### src/rtl/claPkg.sv
package claPkg;
  // Output pair of one half-adder cell
  typedef struct packed {
    logic gen;   // both input bits set
    logic prop;  // exactly one input bit set
  } bitPairT;
endpackage

### src/rtl/claHalfAdder.sv
module claHalfAdder
  import claPkg::*;
(
  input  logic    aBit,
  input  logic    bBit,
  output bitPairT pairOut
);
  assign pairOut.gen  = aBit & bBit;
  assign pairOut.prop = aBit ^ bBit;
endmodule

### src/rtl/claCarryUnit.sv
module claCarryUnit #(
  parameter int WIDTH = 16
) (
  input  logic [WIDTH-1:0] genVec,
  input  logic [WIDTH-1:0] propVec,
  input  logic             carryIn,
  output logic [WIDTH:0]   carryVec
);
  assign carryVec[0] = carryIn;

  // Every carry is built from the g/p terms and carryIn alone.
  for (genvar i = 0; i < WIDTH; i++) begin : g_carry
    logic termOr;
    always_comb begin
      logic prod;
      termOr = 1'b0;
      for (int j = 0; j <= i; j++) begin
        prod = genVec[j];
        for (int k = j + 1; k <= i; k++) begin
          prod = prod & propVec[k];
        end
        termOr = termOr | prod;
      end
      prod = carryIn;
      for (int k = 0; k <= i; k++) begin
        prod = prod & propVec[k];
      end
      termOr = termOr | prod;
    end
    assign carryVec[i+1] = termOr;
  end
endmodule

### src/rtl/claSumStage.sv
module claSumStage #(
  parameter int WIDTH = 16
) (
  input  logic [WIDTH-1:0] propVec,
  input  logic [WIDTH:0]   carryVec,
  output logic [WIDTH-1:0] sumVec,
  output logic             carryTop
);
  assign sumVec   = propVec ^ carryVec[WIDTH-1:0];
  assign carryTop = carryVec[WIDTH];
endmodule

### src/rtl/claAdder.sv
module claAdder
  import claPkg::*;
#(
  parameter int WIDTH = 16
) (
  input  logic [WIDTH-1:0] opA,
  input  logic [WIDTH-1:0] opB,
  input  logic             carryIn,
  output logic [WIDTH-1:0] sumOut,
  output logic             carryOut
);
  bitPairT          pairVec [WIDTH];
  logic [WIDTH-1:0] genVec;
  logic [WIDTH-1:0] propVec;
  logic [WIDTH:0]   carryVec;

  for (genvar i = 0; i < WIDTH; i++) begin : g_cell
    claHalfAdder i_cell (
      .aBit    (opA[i]),
      .bBit    (opB[i]),
      .pairOut (pairVec[i])
    );
    assign genVec[i]  = pairVec[i].gen;
    assign propVec[i] = pairVec[i].prop;
  end

  claCarryUnit #(.WIDTH(WIDTH)) i_carry (
    .genVec   (genVec),
    .propVec  (propVec),
    .carryIn  (carryIn),
    .carryVec (carryVec)
  );

  claSumStage #(.WIDTH(WIDTH)) i_sum (
    .propVec  (propVec),
    .carryVec (carryVec),
    .sumVec   (sumOut),
    .carryTop (carryOut)
  );
endmodule

### config.mk
export PLATFORM = sky130hd
export DESIGN_NAME = claAdder
export DESIGN_NICKNAME = d
export VERILOG_FILES = /design/src/rtl/claPkg.sv /design/src/rtl/claHalfAdder.sv /design/src/rtl/claCarryUnit.sv /design/src/rtl/claSumStage.sv /design/src/rtl/claAdder.sv
export SDC_FILE = /design/constraint.sdc
export NUM_CORES = 1
export LEC_CHECK = 0
export BUFFER_PORTS_ARGS = -buffer_cell sky130_fd_sc_hd__buf_2
export CAP_MARGIN = 20
export CORE_MARGIN = 2
export CORE_UTILIZATION = 47
export DETAILED_ROUTE_END_ITERATION = 10
export PLACE_DENSITY = 0.9
export SETUP_SLACK_MARGIN = 0.5
export SLEW_MARGIN = 20
export SYNTH_ARGS = -nofsm -noshare
export SYNTH_HDL_FRONTEND = slang
export SYNTH_SLANG_ARGS = --single-unit
export TNS_END_PERCENT = 20
### constraint.sdc
create_clock -name vclk -period 3.5
set_input_delay 0.35 -clock vclk [all_inputs]
set_output_delay 0.35 -clock vclk [all_outputs]
set_load 0.01 [all_outputs]
==> results by group <==
Finish
  – ANT cells: 0
  – Post-layout instance count excluding filler cells: 150
  – Number of sequential cells in the layout: 0
  – Count of filler cells inserted in the layout: 113
  – Clock tree buffer count of the final layout: 0
  – Combined flip-flop and latch cell area: 0 um2
  – Post-route core utilization: 72.20%
  – Synth-to-Final Area Change: 38.12%
  – Most common cell after layout, fill and taps aside: buf_2
  – Share of final-layout standard cells stronger than drive strength 1: 42.22%
  – Layout Nets: 188
  – Top library cells by usage in the layout, fill and taps aside: buf_2, ha_1, nor2_1, xnor2_1
  – Final design area excluding fillers: 974.7 um2

Synthesis
  – Area leader, netlist: ha_1
  – Top cell type's share of synthesized area: 30.14%
  – Average cell area after synthesis: 8.302 um2
  – Most area-consuming cells after synthesis: ha_1, xnor2_1, o21a_1, xor2_1, a2111oi_4
  – Total of warnings raised by yosys: 0
  – Sequential cell area fraction in the yosys report: 0%
  – Cell area after synthesis: 705.7 um2
  – Net count after synthesis: 136
  – Distinct cell type count after synthesis: 30
  – Mapped Cells: 85

Pwr
  – Total power after layout: 206.9 uW
  – Standby leakage power: 0.5270 nW
  – Worst IR Drop VDD: 0.0001244 V
  – PwrDens: 212.3 nW/um2

Hold path
  – Worst hold endpoint: sumOut[11]
  – Startpoint of the most critical hold path: opB[11]
  – Min-Delay Path Depth: 4
  – Worst hold-check path type: input pin to output port

GRT
  – First-pass GRT wire length: 2808 um
  – Remaining global-route overflow: 0
  – Maximum number of pins on one net before global-route repair: 6
  – Number of global-route vias before repair: 751
  – GRT Overall Usage: 18.39%
  – Initial antenna violation count: 0

Routing
  – Number of nets with antenna violations after detailed routing: 0
  – First-pass iteration count of the detailed router: 4
  – Initial drt markers: 4
  – Total wire length after detailed routing: 1714 um
  – Final routed wire length divided by cell count: 11.43 um
  – Drt drc: 0
  – Via count: 800
  – Vias per cell: 5.333

STA
  – Max-slew headroom at the worst pin: 79.11%
  – Setup repair after global routing missed its margin: false
  – Share of the clock period used by the worst path: 74.80%
  – Worst Hold Margin: 1125 ps
  – Post-layout min period: 2618 ps
  – Smallest setup slack after layout: 882.1 ps
  – Final number of setup-violating endpoints: 0
  – Final Hold Violating Endpoints: 0
  – Fmax: 382.0 MHz
  – Count of final max-slew check failures: 0
  – Slew at the pin closest to its max-slew limit: 310.6 ps
  – Total negative slack: 0 ps

Clock network
  – Cts hold-fix bufs: 0
  – Cells resized by post-CTS repair: 0
  – Count of buffers added by post-CTS timing repair for setup: 0

Job
  – Number of maximum-capacitance constraint violations: 0

Die
  – Floorplan die area: 1828 um2
  – Die H: 42.75 um
  – Initial core utilization: 52.27%
  – Overall die width: 42.75 um
  – Number of top-level pins: 50
  – Core area: 1350 um2
  – Std-Cell Rows: 13

Placement
  – Number of cells after detailed placement: 150
  – Minimum setup slack after placement: 922.9 ps
  – Port Buffer Count: 50
  – Routability congestion estimate: 0.7912
  – Cell area after placement: 974.7 um2
  – DP HPWL: 1542 um

Critical path
  – Data arrival time of the critical path: 2270 ps
  – Startpoint kind of the worst setup timing path: input pin
  – Kind of capture point of the worst setup path: output port
  – Worst Path Class, Setup: input pin to output port
  – Data required time of the critical path: 3150 ps
  – Critical-path maximum fanout: 5

Outcome
  – Status: complete, no violations
==> report_power, final <==
part           total (mW)  internal [mW]  switching, mW
clock network           0              0              0
logic               0.207         0.0997          0.107
registers               0              0              0
total               0.207         0.0997          0.107
==> critical path, stage by stage <==
cell and delay [ps]:
buf_2 100, ha_1 350, a211oi_2 290, o22ai_1 150, o21a_1 250, a211o_1 310, a21oi_1 190, xnor2_1 130
buf_2 150
==> area by class of cell <==
| type | instances | area (um2) | share of cell area [%] |
|---|---|---|---|
| Inverter | 6 | 22.52 | 2.311 |
| Multi-Input combinational cell | 79 | 683.2 | 70.09 |
| Timing Repair Buffer | 50 | 250.2 | 25.67 |
| Tap cell | 15 | 18.77 | 1.926 |
==> synthesized netlist by cell type <==
library cell and number:
nor3_1 5, xnor2_1 7, o21bai_2 1, and4_1 1
nand3_1 4, o2bb2ai_1 1, o21ai_0 1, or2_1 1
a311oi_2 1, o21bai_1 2, o22ai_1 1, a21o_1 3
o21a_1 6, or3_1 1, xor2_1 4, o211ai_1 1
fa_1 1, nor2_1 7, or2_2 1, nand2_1 2
a21oi_1 4, a211o_1 1, o211ai_2 1, a2111oi_4 1
inv_1 6, nor2b_1 1, a211oi_2 1, ha_1 17
a41oi_2 1, o31ai_1 1
==> worst max-delay path by stage <==
stage,startpoint,to,slack (ps),cells past startpoint
6_report,opA[1],sumOut[11],880,9
5_1_grt,opA[1],sumOut[11],750,9
4_1_cts,opA[1],sumOut[15],900,9
3_5_place_dp,opA[1],sumOut[15],920,9
3_3_place_gp,opA[1],sumOut[15],960,9
2_1_floorplan,opA[1],sumOut[15],1210,7
==> metal layers <==
metal,part of all wire [%],routed length (um),track usage [%]
met3,5.3,90,0.4255
met1,41,700,20.85
met4,0,0,1.250
met2,54,923,38.18
met5,0,0,0
==> logic make-up (layout without fill, tap and decap cells) <==
logic type / Yosys count / in the layout / synth area share, %
AO/OA/AOI/OAI: 27 / 27 / 34.22
XOR/XNOR: 11 / 11 / 13.65
adder cells (fa/ha/maj): 18 / 18 / 32.98
buffers and inverters: 6 / 56 / 3.191
AND/OR/NAND/NOR: 23 / 23 / 15.96
Note: power is estimated with default switching activity, not from simulation.
